File: src/rtl/irq_pri_pkg.sv
package irq_pri_pkg;
  localparam int unsigned DEF_SRC_COUNT = 8;
  localparam int unsigned DEF_CODE_BITS = 4;

  // Extract field `slot` of width `fw` from a word numbered msb-first.
  function automatic logic [31:0] msb_first_field(
    input logic [255:0] word,
    input int unsigned  total_w,
    input int unsigned  fw,
    input int unsigned  slot
  );
    logic [31:0] r;
    r = '0;
    for (int unsigned b = 0; b < fw; b++) begin
      r[b] = word[total_w - (slot + 1) * fw + b];
    end
    return r;
  endfunction
endpackage

File: src/rtl/irq_pri_cfg.sv
module irq_pri_cfg #(
  parameter int unsigned WORD_W = 32
) (
  input  logic              clk,
  input  logic              rst,
  input  logic              we,
  input  logic [WORD_W-1:0] wdata,
  output logic [WORD_W-1:0] word
);
  always_ff @(posedge clk) begin
    if (rst) begin
      word <= '0;
    end else if (we) begin
      word <= wdata;
    end
  end


  cfg_store_chk: assert property (@(posedge clk) disable iff (rst)
    ($past(we) && !$past(rst)) |-> (word == $past(wdata)));
endmodule

File: src/rtl/irq_pri_tree.sv
module irq_pri_tree
  import irq_pri_pkg::*;
#(
  parameter int unsigned SRC_COUNT = DEF_SRC_COUNT,
  parameter int unsigned CODE_BITS = DEF_CODE_BITS,
  localparam int unsigned WORD_W   = SRC_COUNT * CODE_BITS,
  localparam int unsigned IDX_W    = (SRC_COUNT > 1) ? $clog2(SRC_COUNT) : 1,
  localparam int unsigned LEVELS   = $clog2(SRC_COUNT),
  localparam int unsigned KEY_W    = CODE_BITS + 1
) (
  input  logic [WORD_W-1:0]    cfg,
  input  logic [SRC_COUNT-1:0] req,
  output logic                 any,
  output logic [IDX_W-1:0]     idx,
  output logic                 hi
);
  logic [255:0] cfg_wide;
  assign cfg_wide = 256'(cfg);

  for (genvar l = 0; l <= LEVELS; l++) begin : g_lvl
    localparam int unsigned NODES = SRC_COUNT >> l;
    logic             v [NODES];
    logic [KEY_W-1:0] k [NODES];
    logic [IDX_W-1:0] n [NODES];
    logic             h [NODES];

    if (l == 0) begin : g_leaf
      for (genvar s = 0; s < NODES; s++) begin : g_src
        logic [CODE_BITS-1:0] code;
        assign code = CODE_BITS'(msb_first_field(cfg_wide, WORD_W, CODE_BITS, s));
        assign v[s] = req[s];
        assign n[s] = IDX_W'(s);
        if (s == 0) begin : g_fixed
          // source 0 outranks every code and always lands on the critical level
          assign k[s] = {1'b1, {CODE_BITS{1'b0}}};
          assign h[s] = 1'b1;
        end else begin : g_prog
          assign k[s] = {1'b0, code};
          assign h[s] = code[CODE_BITS-1];
        end
      end
    end else begin : g_merge
      for (genvar j = 0; j < NODES; j++) begin : g_pair
        logic take_r;
        // left child holds lower indices, so it keeps ties
        assign take_r = g_lvl[l-1].v[2*j+1] &&
                        (!g_lvl[l-1].v[2*j] ||
                         (g_lvl[l-1].k[2*j+1] > g_lvl[l-1].k[2*j]));
        assign v[j] = g_lvl[l-1].v[2*j] | g_lvl[l-1].v[2*j+1];
        assign k[j] = take_r ? g_lvl[l-1].k[2*j+1] : g_lvl[l-1].k[2*j];
        assign n[j] = take_r ? g_lvl[l-1].n[2*j+1] : g_lvl[l-1].n[2*j];
        assign h[j] = take_r ? g_lvl[l-1].h[2*j+1] : g_lvl[l-1].h[2*j];
      end
    end
  end

  assign any = g_lvl[LEVELS].v[0];
  assign idx = any ? g_lvl[LEVELS].n[0] : '0;
  assign hi  = any & g_lvl[LEVELS].h[0];
endmodule

File: src/rtl/irq_pri_out.sv
module irq_pri_out #(
  parameter int unsigned IDX_W = 3
) (
  input  logic             clk,
  input  logic             rst,
  input  logic             any,
  input  logic [IDX_W-1:0] idx_in,
  input  logic             hi_in,
  output logic             win_valid,
  output logic [IDX_W-1:0] win_idx,
  output logic             irq_hi,
  output logic             irq_lo
);
  always_ff @(posedge clk) begin
    if (rst) begin
      win_valid <= 1'b0;
      win_idx   <= '0;
      irq_hi    <= 1'b0;
      irq_lo    <= 1'b0;
    end else begin
      win_valid <= any;
      win_idx   <= any ? idx_in : '0;
      irq_hi    <= any & hi_in;
      irq_lo    <= any & ~hi_in;
    end
  end


  one_level_chk: assert property (@(posedge clk) disable iff (rst)
    win_valid |-> (irq_hi ^ irq_lo));


  idle_quiet_chk: assert property (@(posedge clk) disable iff (rst)
    !win_valid |-> (!irq_hi && !irq_lo && win_idx == '0));
endmodule

File: src/rtl/irq_pri_resolver.sv
module irq_pri_resolver
  import irq_pri_pkg::*;
#(
  parameter int unsigned SRC_COUNT = DEF_SRC_COUNT,
  parameter int unsigned CODE_BITS = DEF_CODE_BITS,
  localparam int unsigned WORD_W   = SRC_COUNT * CODE_BITS,
  localparam int unsigned IDX_W    = (SRC_COUNT > 1) ? $clog2(SRC_COUNT) : 1
) (
  input  logic                 clk,
  input  logic                 rst,
  input  logic                 cfg_we,
  input  logic [WORD_W-1:0]    cfg_wdata,
  output logic [WORD_W-1:0]    cfg_rdata,
  input  logic [SRC_COUNT-1:0] irq_req,
  output logic [IDX_W-1:0]     win_idx,
  output logic                 win_valid,
  output logic                 irq_hi,
  output logic                 irq_lo
);
  logic [WORD_W-1:0] cfg_word;
  logic              tree_any;
  logic [IDX_W-1:0]  tree_idx;
  logic              tree_hi;

  irq_pri_cfg #(.WORD_W(WORD_W)) u_cfg (
    .clk   (clk),
    .rst   (rst),
    .we    (cfg_we),
    .wdata (cfg_wdata),
    .word  (cfg_word)
  );

  irq_pri_tree #(.SRC_COUNT(SRC_COUNT), .CODE_BITS(CODE_BITS)) u_tree (
    .cfg (cfg_word),
    .req (irq_req),
    .any (tree_any),
    .idx (tree_idx),
    .hi  (tree_hi)
  );

  irq_pri_out #(.IDX_W(IDX_W)) u_out (
    .clk       (clk),
    .rst       (rst),
    .any       (tree_any),
    .idx_in    (tree_idx),
    .hi_in     (tree_hi),
    .win_valid (win_valid),
    .win_idx   (win_idx),
    .irq_hi    (irq_hi),
    .irq_lo    (irq_lo)
  );

  assign cfg_rdata = cfg_word;


  src0_wins_chk: assert property (@(posedge clk) disable iff (rst)
    ($past(irq_req[0]) && !$past(rst)) |-> (win_valid && win_idx == '0 && irq_hi));


  no_req_idle_chk: assert property (@(posedge clk) disable iff (rst)
    ($past(irq_req) == '0 && !$past(rst)) |-> !win_valid);
endmodule

File: config.mk
export PLATFORM = sky130hd
export DESIGN_NAME = irq_pri_resolver
export DESIGN_NICKNAME = d
export VERILOG_FILES = /design/src/rtl/irq_pri_pkg.sv /design/src/rtl/irq_pri_cfg.sv /design/src/rtl/irq_pri_tree.sv /design/src/rtl/irq_pri_out.sv /design/src/rtl/irq_pri_resolver.sv
export SDC_FILE = /design/constraint.sdc
export NUM_CORES = 1
export LEC_CHECK = 0
export ABC_AREA = 1
export BUFFER_PORTS_ARGS = -buffer_cell sky130_fd_sc_hd__buf_2
export CAP_MARGIN = 20
export CORE_ASPECT_RATIO = 1.4
export CORE_MARGIN = 2
export CORE_UTILIZATION = 50
export DETAILED_ROUTE_END_ITERATION = 7
export GPL_TIMING_DRIVEN = 0
export PLACE_DENSITY = 0.8
export SLEW_MARGIN = 15
export SYNTH_ARGS = -nofsm -noshare
export SYNTH_HDL_FRONTEND = slang
export SYNTH_SLANG_ARGS = --single-unit
File: constraint.sdc
create_clock -name clk -period 4.9 [get_ports clk]
set_clock_uncertainty 0.15 [all_clocks]
set_input_delay 1.225 -clock clk [delete_from_list [all_inputs] [get_ports clk]]
set_output_delay 1.225 -clock clk [all_outputs]
set_load 0.02 [all_outputs]
==> results by group <==
Timing
  • Tmin final: ~4.1 ns
  • Achievable Freq: 242 MHz
  • Final Hold Viols: 0
  • Final setup vio count: 0
  • Final count of pins violating max slew: 0
  • Worst-margin pin slew: 0.482 ns
  • Final worst slack: ~0.77 ns
  • RSZ-0062 raised after global routing: false
  • Total negative slack: 0 ns
  • Rel. slew slack: 67.9%
  • Final period util: a little over four fifths

Critical path
  • Capturing element type of the critical path: flip-flop
  • Crit. Startpoint: u_cfg.word[23]
  • R2R depth: 30
  • Worst path max stage delay: 0.38 ns
  • CP Max Fanout: 10
  • Worst R2R Setup Slack: between 0.7 and 0.8 ns
  • Crit path launch type: flip-flop
  • Reg2reg start: u_cfg.word[23]
  • WS Path Type: reg2reg
  • WP data required: ~5 ns
  • R2R Path End: u_out.irq_hi
  • Critical Path Most Common Cell: nand2_1
  • CP arrival: 4.15 ns
  • Crit path max-delay cell type: dfxtp_1
  • End point of the critical path: u_out.irq_hi

Global route
  • Met1 GRT Util: ~31%
  • GRT Max-Usage Layer: met2
  • Global-route met3 utilization: roughly 5%
  • First-pass GRT wire length: 10100 um
  • Number of global-route vias before repair: between 2000 and 2500
  • Initial antenna violation count: 0
  • Met2 usage: between 40% and 50%
  • Largest net degree at the start of global routing: 14
  • Total track usage: between 20 and 30%
  • Gr ovfl total: 0

Synth
  • Avg Inst Size Synth: about 7 um2
  • Ys Warns: 0
  • Synth Cell Area: between 0.002 and 0.0025 mm2
  • Adder-cell share of the synthesized area: between 10% and 20%
  • Seq/Total Area, Yosys: 32.7%
  • Post-synthesis mux area share: 0%
  • Mapped Cells: between 300 and 400
  • Unique masters post-synth: 25
  • Post-Synth XOR/XNOR Area: 0%
  • Main combinational cell family by area after synthesis: simple AND/OR/NAND/NOR gates
  • Yosys reg bits: 38
  • Post-Synth Simple-Gate Area: between 20% and 30%
  • Complex-gate fraction of the synthesized area: about a fifth
  • Post-synthesis net count: 401

Power and ir drop
  • Max IR drop VDD: ~0.26 mV
  • P per Cell Area: roughly 350 mW/mm2
  • Leak: around 1.6 nW

Finish
  • Non-Filler Instances: 483
  • Nets: around 490
  • FILL cells: between 400 and 500
  • Area growth syn-to-layout: 26.2%
  • Layout cell share with drive strength beyond 1: between 20% and 30%
  • Most common cell after layout, fill and taps aside: buf_2
  • Post-layout util: approximately two thirds
  • Commonest cells after routing, fill and taps aside: buf_2 (79), nand2_1 (57), nor2_1 (54)
  • Diodes inserted: 0
  • Reg area: roughly 760 um2
  • Multi-input gate area: 0.00139 mm2

Clock network
  • Clk root buf: clkbuf_8
  • Reg clk slew, reported paths: 0.08 ns
  • Post-CTS sizing: 0
  • Clock Sink Count: 38
  • Clk Latency, worst-skew pair: approximately 0.30 ns
  • Hold-fix buffers, CTS: 0
  • Total CTS buffers: 5
  • Setup Buffers After CTS: 0
  • H-tree levels: 2
  • Deepest clock path buffer count: 2
  • CTS tree: done

Min path
  • Hold path depth: 2
  • Worst min-delay path class: reg2reg

Placement
  • Gpl congestion: around 0.9
  • Dpl cells: 475
  • Port buffer count: 79
  • DP HPWL: about 4700 um
  • DP Worst Slack: between 0.4 and 0.5 ns

Route
  • Wire length per cell: roughly 12 um
  • Post-route ant nets: 0
  • Via density: 5.04
  • Drt drc: 0
  • DR iter-0 viols: slightly above 80
  • First-pass iteration count of the detailed router: 5
  • Routed wire length: about 5800 um
  • Via count: 2434

Floorplanning
  • Die width: roughly 62 um
  • CORE AREA: about 0.0045 mm2
  • # rows: 29
  • Die area: around 0.0052 mm2
  • DIE HEIGHT: around 85 um
  • Initial core utilization: 51.8%
  • I/O pin count: about 80

Run
  • Max-cap violations: 0

Run status
  • Outcome: completed
==> cell families (layout without fill, tap and decap cells) <==
logic type,Yosys count,count (layout)
DFF,38,38
and+or+nand+nor,145,145
adders and majority gates,24,24
AOI/OAI and AO/OA,81,81
buffers and inverters,46,133
==> metal layers <==
layer | vias up | wire length [um]
met5 | - | 0
met2 | 72 | 3010
met3 | 7 | 334
met4 | 0 | 66
li1 | 1270 | -
met1 | 1085 | 2440
==> flip-flops by register name (all words and copies together) (netlist names) <==
register / cells
u_cfg.word: 32
u_out.irq_hi: 1
u_out.irq_lo: 1
u_out.win_idx: 3
u_out.win_valid: 1
==> Yosys cell counts, drive strengths merged <==
master	n	area share [%]
o21bai	1	0.32
nand3b	1	0.32
clkinv	1	0.16
nand3	15	3.8
nor2	58	10
a31oi	2	1.2
nand2	67	13
a21o	1	0.32
buf	1	0.48
a21oi	29	6.7
o21ai	48	10
dfxtp	38	33
ha	24	13
clkbuf	9	1.4
nand4	4	1.1
inv	35	5.6
==> per-stage QoR <==
step	cell area [um2]	hold slack, ns	total power [mW]
2_1_floorplan	2330	0.397	0.627
3_3_place_gp	2800	0.324	0.713
3_5_place_dp	2800	0.334	0.722
4_1_cts	2940	0.356	1.04
5_1_grt	2940	0.388	1.11
6_report	2940	0.352	1.04
==> power by group <==
group | leakage, nW | internal, mW | switching (mW)
clock network | 0.0683 | 0.204 | 0.118
logic | 1.17 | 0.136 | 0.224
registers | 0.316 | 0.338 | 0.0171
==> area by class of cell <==
class | instances | share of cell area [%]
Buffer | 10 | 1.53
Clock buffer | 5 | 2.34
Clock inverter | 3 | 2.34
Inverter | 36 | 4.60
Multi-Input combinational cell | 250 | 47.2
Sequential cell | 38 | 25.9
Tap cell | 62 | 2.64
Timing Repair Buffer | 79 | 13.4
==> worst max-delay path, delay by kind of cell, from the launching register on <==
kind	cells	cell delay, ns
simple gates	17	1.27
fa+ha+maj	3	0.86
compound gates	8	1.14
buf+inv	2	0.21
flops	1	0.38
==> worst min path at each step <==
stage | from | to | slack, ns
CTS | u_cfg.word[30] | u_cfg.word[30] | 0.36
finish | u_cfg.word[31] | u_cfg.word[31] | 0.35
detailed placement | u_cfg.word[30] | u_cfg.word[30] | 0.33
global placement | u_cfg.word[30] | u_cfg.word[30] | 0.32
floorplan | u_cfg.word[24] | u_cfg.word[24] | 0.40
global route | u_cfg.word[24] | u_cfg.word[24] | 0.39
(Power assumes the default switching activity.)
